[src/rtl/burst_seq_pkg.sv]
package burst_seq_pkg;

    typedef enum logic [1:0] {
        CMD_HOLD = 2'd0,
        CMD_ADV  = 2'd1,
        CMD_LOAD = 2'd2
    } burst_cmd_e;

    typedef enum logic [1:0] {
        BEAT0 = 2'd0,
        BEAT1 = 2'd1,
        BEAT2 = 2'd2,
        BEAT3 = 2'd3
    } beat_state_e;

    typedef enum logic {
        ORD_LINEAR     = 1'b0,
        ORD_INTERLEAVE = 1'b1
    } burst_order_e;

    localparam int unsigned OFS_W = 2;

endpackage

[src/rtl/burst_cmd_decode.sv]
module burst_cmd_decode
    import burst_seq_pkg::*;
(
    input  logic       proc_strobe,
    input  logic       ctrl_strobe,
    input  logic       advance,
    output burst_cmd_e cmd
);

    logic any_strobe;

    always_comb begin
        any_strobe = proc_strobe | ctrl_strobe;
        if (any_strobe)
            cmd = CMD_LOAD;
        else if (advance)
            cmd = CMD_ADV;
        else
            cmd = CMD_HOLD;
    end

endmodule

[src/rtl/burst_beat_fsm.sv]
module burst_beat_fsm
    import burst_seq_pkg::*;
(
    input  logic                clk,
    input  logic                rst_n,
    input  burst_cmd_e          cmd,
    output logic [OFS_W-1:0]    beat
);

    beat_state_e state_q;
    beat_state_e state_d;

    always_ff @(posedge clk) begin
        if (!rst_n)
            state_q <= BEAT0;
        else
            state_q <= state_d;
    end

    always_comb begin
        state_d = state_q;
        unique case (cmd)
            CMD_LOAD: state_d = BEAT0;
            CMD_ADV: begin
                unique case (state_q)
                    BEAT0: state_d = BEAT1;
                    BEAT1: state_d = BEAT2;
                    BEAT2: state_d = BEAT3;
                    BEAT3: state_d = BEAT0;
                    default: state_d = BEAT0;
                endcase
            end
            default: state_d = state_q;
        endcase
    end

    always_comb begin
        beat = OFS_W'(state_q);
    end


    wrap_to_first_chk: assert property (@(posedge clk) disable iff (!rst_n)
        (state_q == BEAT3 && cmd == CMD_ADV) |=> (state_q == BEAT0));


    hold_state_chk: assert property (@(posedge clk) disable iff (!rst_n)
        (cmd == CMD_HOLD) |=> $stable(state_q));


    load_first_beat_chk: assert property (@(posedge clk) disable iff (!rst_n)
        (cmd == CMD_LOAD) |=> (state_q == BEAT0));

endmodule

[src/rtl/burst_offset_gen.sv]
module burst_offset_gen
    import burst_seq_pkg::*;
(
    input  logic [OFS_W-1:0] start_ofs,
    input  logic [OFS_W-1:0] beat,
    input  burst_order_e     order,
    output logic [OFS_W-1:0] ofs
);

    logic [OFS_W-1:0] lin_ofs;
    logic [OFS_W-1:0] ilv_ofs;

    always_comb begin
        lin_ofs = start_ofs + beat;
        ilv_ofs = start_ofs ^ beat;
        unique case (order)
            ORD_LINEAR:     ofs = lin_ofs;
            ORD_INTERLEAVE: ofs = ilv_ofs;
            default:        ofs = ilv_ofs;
        endcase
    end

    // both orders begin the burst at the starting offset
    always_comb begin
        if (beat == '0)
            beat0_start_chk: assert (lin_ofs == ilv_ofs);
    end

endmodule

[src/rtl/burst_addr_seq.sv]
module burst_addr_seq
    import burst_seq_pkg::*;
#(
    parameter int unsigned ADDR_W = 17
) (
    input  logic              clk,
    input  logic              rst_n,
    input  logic [ADDR_W-1:0] addr_in,
    input  logic              proc_strobe,
    input  logic              ctrl_strobe,
    input  logic              advance,
    input  logic              order_sel,
    output logic [ADDR_W-1:0] addr_out
);

    localparam int unsigned HI_W = ADDR_W - OFS_W;

    burst_cmd_e       cmd;
    logic [OFS_W-1:0] beat;
    logic [OFS_W-1:0] ofs;
    logic [HI_W-1:0]  base_hi_q;
    logic [OFS_W-1:0] start_q;
    burst_order_e     order_q;

    burst_cmd_decode u_dec (
        .proc_strobe (proc_strobe),
        .ctrl_strobe (ctrl_strobe),
        .advance     (advance),
        .cmd         (cmd)
    );

    burst_beat_fsm u_fsm (
        .clk   (clk),
        .rst_n (rst_n),
        .cmd   (cmd),
        .beat  (beat)
    );

    always_ff @(posedge clk) begin
        if (!rst_n) begin
            base_hi_q <= '0;
            start_q   <= '0;
            order_q   <= ORD_INTERLEAVE;
        end else if (cmd == CMD_LOAD) begin
            base_hi_q <= addr_in[ADDR_W-1:OFS_W];
            start_q   <= addr_in[OFS_W-1:0];
            order_q   <= burst_order_e'(order_sel);
        end
    end

    burst_offset_gen u_ofs (
        .start_ofs (start_q),
        .beat      (beat),
        .order     (order_q),
        .ofs       (ofs)
    );

    always_comb begin
        addr_out = {base_hi_q, ofs};
    end


    load_addr_chk: assert property (@(posedge clk) disable iff (!rst_n)
        (proc_strobe || ctrl_strobe) |=> (addr_out == $past(addr_in)));


    upper_held_chk: assert property (@(posedge clk) disable iff (!rst_n)
        !(proc_strobe || ctrl_strobe) |=> $stable(addr_out[ADDR_W-1:OFS_W]));


    idle_hold_chk: assert property (@(posedge clk) disable iff (!rst_n)
        !(proc_strobe || ctrl_strobe || advance) |=> $stable(addr_out));

endmodule

[config.mk]
export PLATFORM = sky130hd
export DESIGN_NAME = burst_addr_seq
export DESIGN_NICKNAME = d
export VERILOG_FILES = /design/src/rtl/burst_seq_pkg.sv /design/src/rtl/burst_cmd_decode.sv /design/src/rtl/burst_beat_fsm.sv /design/src/rtl/burst_offset_gen.sv /design/src/rtl/burst_addr_seq.sv
export SDC_FILE = /design/constraint.sdc
export NUM_CORES = 1
export LEC_CHECK = 0
export BUFFER_PORTS_ARGS = -buffer_cell sky130_fd_sc_hd__buf_4
export CORE_MARGIN = 4
export CORE_UTILIZATION = 48
export DETAILED_ROUTE_END_ITERATION = 7
export HOLD_SLACK_MARGIN = 0.12
export PLACE_DENSITY_LB_ADDON = 0.1
export SLEW_MARGIN = 25
export SYNTH_ARGS = -nofsm -noshare
export SYNTH_HDL_FRONTEND = slang
export SYNTH_SLANG_ARGS = --single-unit
[constraint.sdc]
create_clock -name clk -period 2.2 [get_ports clk]
set_clock_uncertainty 0.15 [all_clocks]
set_input_delay 0.11 -clock clk [delete_from_list [all_inputs] [get_ports clk]]
set_output_delay 0.11 -clock clk [all_outputs]
set_load 0.02 [all_outputs]
Word level (Yosys, flattened, before mapping)
Cells that the tools add are included.

word-level totals
  bits in registers = 20
  bits in latches = 0
  RAM bits = 0
  bits in read-only memories = 0
  input port bits = 23
  output and inout port bits = 17
  word-level logic and storage cells = 20
  memories kept = 0

operators by class
  $add $sub $neg = 1
  multipliers = 0
  divide/modulo/power cells = 0
  order comparisons = 0
  eq/ne operators = 5
  shifts and indexed selects = 0
  multiplexer cells = 5
  bitwise gates (word level) = 3
  reduce and logical (&&, ||, !) cells = 2

operators with widths
  operator                                              number
  one-hot mux 2 bit (2 select lines)                    2
  one-hot mux 2 bit (4 select lines)                    1
  equality test 2 bit (second input constant)           3
  equality test 2 x 1 -> 1 bit (second input constant)  2
  adder 2 bit                                           1
  zero test 2 bit                                       1
  2-to-1 mux 2 bit                                      1
  nonzero test 2 bit                                    1
  bitwise XOR 2 bit                                     1
  2-to-1 mux 1 bit                                      1
  inverter 1 bit                                        1
  bitwise OR 1 bit                                      1

Longest topological paths before layout
Gate-level depths: netlist of the first run.

  word-level depth = 4
  gate-level depth with buffers = 4
  depth with buffers taken out = 4

Modules after synthesis
From an unflattened synthesis of the first run, not the netlist that was laid out.

second synthesis, totals
  cells, all modules = 102
  area total of the unflattened synthesis = 935.9 um^2

by module, submodules not included
  module            instances  cells an instance  area each (um^2)  seq. area each (um^2)
  burst_addr_seq    1          79                 750.7             360.3
  burst_beat_fsm    1          16                 127.6             40.0
  burst_offset_gen  1          4                  36.3              0.0
  burst_cmd_decode  1          3                  21.3              0.0

Least setup slack after synthesis of the first run
No wires, ideal clock.

  path type = register to output
  start point = register u_fsm.state_q[0], in the netlist u_fsm.beat[0]
  end point = output port addr_out[1]
  data arrival time = 984 ps
  path slack = 956 ps
  stages on the path, launching flop included = 4
  buffers on the path = 0
  cell sequence = dfxtp_1 -> ha_1 -> nor2b_1 -> xnor2_1

on the way
  cells in the longest elaborated chain, start to end = 2

RTL lines
  element                             RTL line                text
  from (decl)                         burst_beat_fsm.sv:10    beat_state_e state_q;
  from (signal assigned)              burst_beat_fsm.sv:17    state_q <= state_d;
  adder 2 bit                         burst_offset_gen.sv:14  lin_ofs = start_ofs + beat;
  one-hot mux 2 bit (2 select lines)  burst_offset_gen.sv:16  unique case (order)
  to (decl)                           burst_addr_seq.sv:13    output logic [ADDR_W-1:0] addr_out

No other way between the ends.

==> out/qor.csv, run 1 <==
metric,value,unit
Storage cell area,400,um2
Slew @ Worst Pin,0.447,ns
root buffer cell,clkbuf_4,
initial antenna violation count,0,
post-synth cell types,17,
"commonest non-fill, non-tap cell in the layout",buf_4,
register area share after synthesis,0.454,
Post-Synthesis Cells,96,
layout cell share with drive strength beyond 1,0.333,
Layout area overhead,61.3,%
grt met3 use,0.0321,
Core Rows,15,
post-route design area,0.00142,mm2
HPWL after DPL,1350,um
vias in the first global route,863,
Fmax,549,MHz
Hold Path Class,in -> reg,
Vias/cell,4.97,
Startpoint Class,input pin,
"commonest non-fill, non-tap cells in the layout","39 x buf_4, 21 x dlygate4sd3_1, 20 x dfxtp_1",
YS warnings,0,
drc violations,0,
arrival time worst endpoint,1.92,ns
grt ovf,0,
Final Setup Violations,0,
largest net degree at the start of global routing,38,
drt total wl,2260,um
Pleak,0.596,nW
status,completed,
Tmin final,1.82,ns
htree depth,1,
CTS Sinks,20,
critical path's slowest cell,dlygate4sd3_1,
multi-input logic area,437,um2
die area,0.00259,mm2
worst relative slew slack,0.700,
worst path required time,2.30,ns
first-pass GRT wire length,3820,um
port buffer count,39,
M2 GR Usage,0.343,
global placement routability congestion,0.686,
core area,0.00173,mm2
"most used cell, CP",dlygate4sd3_1,
unrepaired setup endpoints after global routing,no,
"Critical Path, Cell by Cell","dlygate4sd3_1, buf_4, or3b_2, a211oi_2, dlygate4sd3_1",
n_diodes,0,
total negative setup slack,0,ns
Final Max Tran Viols,0,
Area after DPL,0.00118,mm2
Die Wd,50.9,um
gr busiest metal,met2,
DR iter-0 viols,10,
Peak VDD IR,0.392,mV
syn_nets,122,
"slowest stage delay, CP",0.56,ns
CP endpoint kind,register,
final worst-path cycle share,0.828,
CTS Buf Count,3,
DRT Pass-1 Iters,4,
pwr dens,548,mW/mm2
gr usage total,0.194,
nets@finish,180,
Max Root-Sink Buffers,2,
Fillers,112,
final hold vios,0,
Final ANT Viol Nets,0,
WL per Instance,12.7,um
Synth Area per Inst,9.19,um2
TritonCTS clock tree,built,
Worst-path clk slew,0.11,ns
max cap viols,0,
worst skew pair latency,0.29,ns
critical setup path kind,in -> reg,
Initial Utilization,0.511,
IO Count,40,
synthesized flop and latch total,20,
Max Fanout on Critical Path,3,
total number of vias,885,
M1 GR Usage,0.231,
Die H,50.9,um
Post-CTS Setup Bufs,0,
Synth Cell Area,882,um2
==> kinds of logic after synthesis <==
family	count (synthesis)	synth area share
compound gates	37	0.223
mux	1	0.0113
flops	20	0.454
buf+inv	11	0.0510
fa+ha+maj	3	0.0426
xor+xnor	2	0.0199
simple gates	22	0.199
==> synth_stat cells <==
master / count / share of area
clkbuf_2: 1 / 0.0057
mux2i_1: 1 / 0.011
a21oi_1: 17 / 0.096
o21ai_0: 18 / 0.10
xnor2_1: 2 / 0.020
dfxtp_1: 20 / 0.45
o311ai_0: 1 / 0.0099
ha_1: 3 / 0.043
or3b_2: 7 / 0.070
inv_1: 3 / 0.013
or3b_1: 11 / 0.11
clkinv_1: 1 / 0.0043
buf_2: 2 / 0.011
a211oi_2: 1 / 0.014
clkbuf_1: 4 / 0.017
nor2b_1: 1 / 0.0071
nor2_1: 3 / 0.013
==> layer usage <==
metal  part of all wire  routed length, um
met5                  0                  0
met4              0.013                 30
met3              0.040                 91
met2               0.52               1190
met1               0.42                954
==> flip-flops by register name, indices dropped and copies added (netlist names) <==
| signal | cells |
|---|---|
| base_hi_q | 15 |
| u_fsm.beat | 2 |
| order_q | 1 |
| start_q | 2 |
==> worst max-delay path, delay by kind of cell <==
kind	cells	cell delay, ns
AO/OA/AOI/OAI	1	0.14
AND/OR/NAND/NOR	1	0.46
buffers and inverters	3	1.21
==> per-stage QoR <==
| stage | power (mW) | std cells | worst slack (ns) | hold slack (ns) | util |
|---|---|---|---|---|---|
| 2_1_floorplan | 0.474 | 96 | 0.956 | 0.0456 | - |
| 3_3_place_gp | 0.540 | 153 | 1.02 | 0.164 | 0.681 |
| 3_5_place_dp | 0.543 | 153 | 0.993 | 0.171 | 0.681 |
| 4_1_cts | 0.775 | 178 | 0.382 | 0.133 | 0.824 |
| 5_1_grt | 0.821 | 178 | 0.323 | 0.124 | 0.824 |
| 6_report | 0.780 | 178 | 0.379 | 0.131 | 0.824 |
==> report_power, final <==
part / leakage [nW] / internal, mW / switching (mW)
sequential: 0.166 / 0.383 / 0.0111
clock: 0.0210 / 0.101 / 0.111
combinational: 0.409 / 0.0948 / 0.0781
==> worst paths after layout <==
check / startpoint / end / slack (ns) / depth (start not counted)
worst min-delay path: proc_strobe / base_hi_q[14] / 0.13 / 3
worst max register to register: u_fsm.beat[1] / u_fsm.beat[0] / 0.54 / 5
worst min register to register: base_hi_q[6] / base_hi_q[6] / 0.41 / 2
worst max-delay path: rst_n / u_fsm.beat[0] / 0.38 / 5
==> cell type report <==
class | count | area share
Inverter | 4 | 0.0106
Sequential cell | 20 | 0.281
Multi-Input combinational cell | 65 | 0.307
Clock buffer | 4 | 0.0255
Timing Repair Buffer | 60 | 0.354
Tap cell | 25 | 0.0220
==> timing repair <==
action	in CTS	in global routing
setup endpoints to repair	0	0
hold buffers	21	0
gates resized for setup	0	0
endpoints found under the hold margin	20	0
Note: power is estimated with default switching activity, not from simulation.
==> run 2: changes to the inputs <==
Settings changed: CORE_UTILIZATION 48 to 45.
Clock period 2.2 ns to 1.8 ns, I/O delays scaled along.
==> run 2 against run 1 <==
Compared with the run above:
- final cell count increased by 5.1%
- utilization is 2.4 points higher
- clock-buffer cell count decreased by 1
- combinational power increased by 36%
- largest power group unchanged
- critical path type unchanged
- sequential share of layout area down 1.7 points
- power increased by 19%
- largest cell class unchanged
- worst setup slack got worse by 0.26 ns
==> out/qor.csv, run 2 (synthesis gave the netlist of run 1 again) <==
metric,value,unit,change
arrival time worst endpoint,1.78,ns,-0.14 ns
total number of vias,952,,+7.6%
Vias/cell,5.09,,+2.4%
reg2reg end,u_fsm.beat[0],,
Top reg by flops,base_hi_q,,
Fillers,101,,-9.8%
WL per Instance,13.9,um,+9.5%
Core Rows,15,,unchanged
initial antenna violation count,0,,unchanged
worst path required time,1.90,ns,-0.40 ns
Final ANT Viol Nets,0,,unchanged
total negative setup slack,0,ns,unchanged
DR iter-0 viols,16,,+6
Worst Hold Endpoint,base_hi_q[6],,
unrepaired setup endpoints after global routing,no,,
Tmin final,1.68,ns,
global placement routability congestion,0.665,,-3.0%
layout cell share with drive strength beyond 1,0.309,,-0.0247
Layout area overhead,71.3,%,
CP endpoint kind,register,,
Final Setup Violations,0,,unchanged
htree depth,1,,unchanged
Storage cell area,400,um2,unchanged
Fmax,594,MHz,
Initial Utilization,0.495,,-0.0161
Max Fanout on Critical Path,3,,unchanged
TritonCTS clock tree,built,,
pwr dens,615,mW/mm2,+12%
Die Wd,52.3,um,+2.8%
Startpoint Class,input pin,,
critical setup path kind,in -> reg,,
core area,0.00178,mm2,+3.3%
n_diodes,0,,unchanged
Max Root-Sink Buffers,2,,unchanged
Die H,52.3,um,+2.8%
status,completed,,
nets@finish,190,,+5.6%
worst relative slew slack,0.693,,-0.00721
IO Count,40,,unchanged
CTS Buf Count,3,,unchanged
"commonest non-fill, non-tap cells in the layout","39 x buf_4, 31 x dlygate4sd3_1, 20 x dfxtp_1",,
die area,0.00273,mm2,+5.6%
Worst Setup SP,rst_n,,
drt total wl,2600,um,+15%
max reg flops,15,,unchanged
worst skew pair latency,0.29,ns,about the same
R2R Path Start,u_fsm.beat[0],,
vias in the first global route,941,,+9.0%
R2R setup slack,0.13,ns,-0.41 ns
Worst Reg-to-Reg Cells,5,,unchanged
root buffer cell,clkbuf_4,,
Final Max Tran Viols,0,,unchanged
grt ovf,0,,unchanged
CTS Sinks,20,,unchanged
Slew @ Worst Pin,0.458,ns,+0.0107 ns
Pleak,0.625,nW,+4.8%
DRT Pass-1 Iters,4,,unchanged
hold depth,3,,unchanged
"commonest non-fill, non-tap cell in the layout",buf_4,,
max cap viols,0,,unchanged
final hold vios,0,,unchanged
multi-input logic area,439,um2,+0.57%
first-pass GRT wire length,4260,um,+12%
port buffer count,39,,unchanged
Peak VDD IR,0.490,mV,+25%
setup ws final,0.116,ns,-0.263 ns
Hold Path Class,in -> reg,,
drc violations,0,,unchanged
gr usage total,0.213,,+0.0188
final worst-path cycle share,0.935,,
Worst-path clk slew,0.11,ns,about the same
worst slack at placement,0.608,ns,-0.385 ns
Hold Startpoint,proc_strobe,,
largest net degree at the start of global routing,38,,unchanged
HPWL after DPL,1420,um,+5.3%
## run 2: cell types whose count changed in the layout (fill, tap and decap cells not counted)
| cell | delta |
|---|---|
| clkbuf_8 | -1 |
| dlygate4sd3_1 | +10 |
| or3b_4 | +1 |
| or3b_2 | -1 |
## run 2: area by class of cell
cell class,instances,area share
Sequential cell,20,0.265
Clock buffer,3,0.0149
Multi-Input combinational cell,65,0.291
Timing Repair Buffer,70,0.399
Inverter,4,0.00993
Tap cell,25,0.0207
## run 2: how the worst max path moves through the flow
stage | end | slack (ns) | cells after the start
detailed placement | u_fsm.beat[0] | 0.61 | 3
floorplan | addr_out[1] | 0.58 | 3
finish | u_fsm.beat[0] | 0.12 | 5
CTS | u_fsm.beat[0] | 0.02 | 5
global placement | u_fsm.beat[0] | 0.64 | 3
global route | u_fsm.beat[0] | 0.07 | 5
## run 2: power by group
part | internal [mW] | switching (mW)
Sequential | 0.468 | 0.0150
Clock | 0.0779 | 0.133
Combinational | 0.134 | 0.101
## run 2: routing by layer
metal  share of wire  GRT usage
met1            0.42      0.237
met2            0.51      0.381
met3           0.037     0.0342
met4           0.038      0.119
met5               0          0
## run 2: repair_timing
action / in CTS / in global routing
gates resized for setup: 0 / 1
endpoints found under the setup margin: 0 / 1
hold buffers: 31 / 0
buffers inserted: 0 / 0
endpoints found under the hold margin: 20 / 0
## run 2: worst max-delay path, cell delays in order
cell and delay [ns]:
buf_4 0.09, dlygate4sd3_1 0.53, or3b_4 0.38, a211oi_2 0.13
dlygate4sd3_1 0.56
## run 2: metrics by stage
step                utilization  hold slack, ns  std cells  cell area, um2  power [mW]
finish                    0.848           0.125        187            1510       0.929
global route              0.848           0.155        187            1510       0.969
CTS                       0.846           0.123        187            1510       0.925
detailed placement        0.660           0.152        153            1180       0.665
global placement          0.660           0.143        153            1180       0.660
floorplan                     -          0.0256         96             882       0.579
==> run 3: changes to the inputs <==
Settings changed: CORE_UTILIZATION 45 to 40.
Clock period 1.8 ns to 1.5 ns, I/O delays scaled along.
==> run 3 against run 2 <==
Compared with the run above:
- routed wire length is 3.0% lower
- combinational power grew 28%
- design area increased by 5.2%
- register-to-register slack worse by 0.02 ns
- sequential power increased by 20%
- critical path type unchanged
==> out/qor.csv, run 3 (synthesis gave the netlist of run 1 again) <==
metric,value,unit,change
status,completed,,
total negative setup slack,0,ns,unchanged
HPWL after DPL,1380,um,-2.8%
drc violations,0,,unchanged
Die Wd,55.0,um,+5.1%
Startpoint Class,input pin,,
"Critical Path, Cell by Cell","dlygate4sd3_1, buf_4, o21ai_0, dlygate4sd3_1, a21oi_1",,
Top reg by flops,base_hi_q,,
M1 GR Usage,0.217,,-0.0197
R2R Path Start,order_q,,
vias in the first global route,944,,+0.32%
Worst-path clk slew,0.11,ns,about the same
Hold Startpoint,proc_strobe,,
total number of vias,978,,+2.7%
worst skew pair latency,0.29,ns,about the same
"slowest stage delay, CP",0.58,ns,+0.02 ns
Final Max Tran Viols,0,,unchanged
n_diodes,0,,unchanged
initial antenna violation count,0,,unchanged
Fmax,686,MHz,
grt met3 use,0.0375,,+0.00335
CTS Sinks,20,,unchanged
setup ws final,0.0421,ns,-0.0743 ns
max reg flops,15,,unchanged
Slew @ Worst Pin,0.469,ns,+0.0118 ns
final hold vios,0,,unchanged
"commonest non-fill, non-tap cell in the layout",buf_4,,
DR iter-0 viols,8,,-8
Final Setup Violations,0,,unchanged
first-pass GRT wire length,4030,um,-5.5%
critical setup path kind,in -> reg,,
worst relative slew slack,0.685,,-0.00791
Vias/cell,4.99,,-2.0%
"most used cell, CP",dlygate4sd3_1,,
arrival time worst endpoint,1.49,ns,-0.29 ns
CP endpoint kind,register,,
"commonest non-fill, non-tap cells in the layout","41 x buf_4, 36 x dlygate4sd3_1, 18 x o21ai_0",,
worst slack at placement,0.313,ns,-0.295 ns
Core Rows,16,,+1
root buffer cell,clkbuf_4,,
gr usage total,0.187,,-0.0263
Pleak,0.646,nW,+3.5%
Die H,55.0,um,+5.1%
DRT Pass-1 Iters,4,,unchanged
Tmin final,1.46,ns,
IO Count,40,,unchanged
largest net degree at the start of global routing,38,,unchanged
core area,0.00202,mm2,+13%
global placement routability congestion,0.756,,+14%
WL per Instance,12.9,um,-7.5%
gr busiest metal,met2,,
worst path required time,1.53,ns,-0.37 ns
M2 GR Usage,0.344,,-0.0363
Layout area overhead,80.3,%,
Worst Setup SP,addr_in[2],,
drt total wl,2530,um,-3.0%
Max Fanout on Critical Path,1,,-2
layout cell share with drive strength beyond 1,0.337,,+0.0286
Max Root-Sink Buffers,2,,unchanged
die area,0.00302,mm2,+11%
grt ovf,0,,unchanged
final worst-path cycle share,0.972,,
Peak VDD IR,0.447,mV,-8.8%
Initial Utilization,0.436,,-0.0585
Hold Path Class,in -> reg,,
Final ANT Viol Nets,0,,unchanged
port buffer count,39,,unchanged
TritonCTS clock tree,built,,
htree depth,1,,unchanged
CTS Buf Count,3,,unchanged
critical path's slowest cell,dlygate4sd3_1,,
final core utilization,0.787,,-0.0612
nets@finish,197,,+3.7%
pwr dens,711,mW/mm2,+16%
max cap viols,0,,unchanged
[run 3: timing repair]
item,CTS,global route
gates resized for setup,1,6
endpoints found under the setup margin,1,2
hold endpoints to repair,20,0
hold buffers,36,0
buffers inserted,0,2
pin swaps,0,1
[run 3: metrics by stage]
| stage | power (mW) | hold slack, ns | area [um2] | instances |
|---|---|---|---|---|
| 2_1_floorplan | 0.695 | 0.0106 | 882 | 96 |
| 4_1_cts | 1.13 | 0.122 | 1560 | 194 |
| 3_5_place_dp | 0.798 | 0.138 | 1180 | 155 |
| 5_1_grt | 1.20 | 0.122 | 1590 | 196 |
| 6_report | 1.13 | 0.131 | 1590 | 196 |
| 3_3_place_gp | 0.794 | 0.129 | 1180 | 155 |
[run 3: power by group]
group	internal [mW]	switching, mW	leakage, nW
logic	0.176	0.124	0.466
registers	0.563	0.0157	0.166
clock network	0.0933	0.159	0.0138
total	0.832	0.299	0.646
[run 3: layer usage]
| metal | up-vias | wire length, um |
|---|---|---|
| met2 | 28 | 1320 |
| met3 | 2 | 140 |
| met4 | 0 | 7 |
| met1 | 460 | 1060 |
| met5 | - | 0 |
| li1 | 488 | - |
[run 3: cell type report]
type | instances | area, um2
timing repair buffer | 77 | 668
multi-input combinational | 65 | 447
fill | 146 | 432
sequential | 20 | 404
tap | 27 | 33.8
clock buffer | 3 | 22.5
inverter | 4 | 15.0
[run 3: critical path, delay by kind of cell]
family                 cells  cell delay (ns)
AO/OA/AOI/OAI              2             0.15
buffers and inverters      3             1.25
[run 3: path summary, 6_finish.rpt]
| kind | endpoint | slack, ns | depth (start not counted) |
|---|---|---|---|
| min | base_hi_q[3] | 0.13 | 3 |
| max | base_hi_q[0] | 0.04 | 5 |
| max reg2reg | order_q | 0.11 | 3 |
| min reg2reg | base_hi_q[7] | 0.41 | 2 |
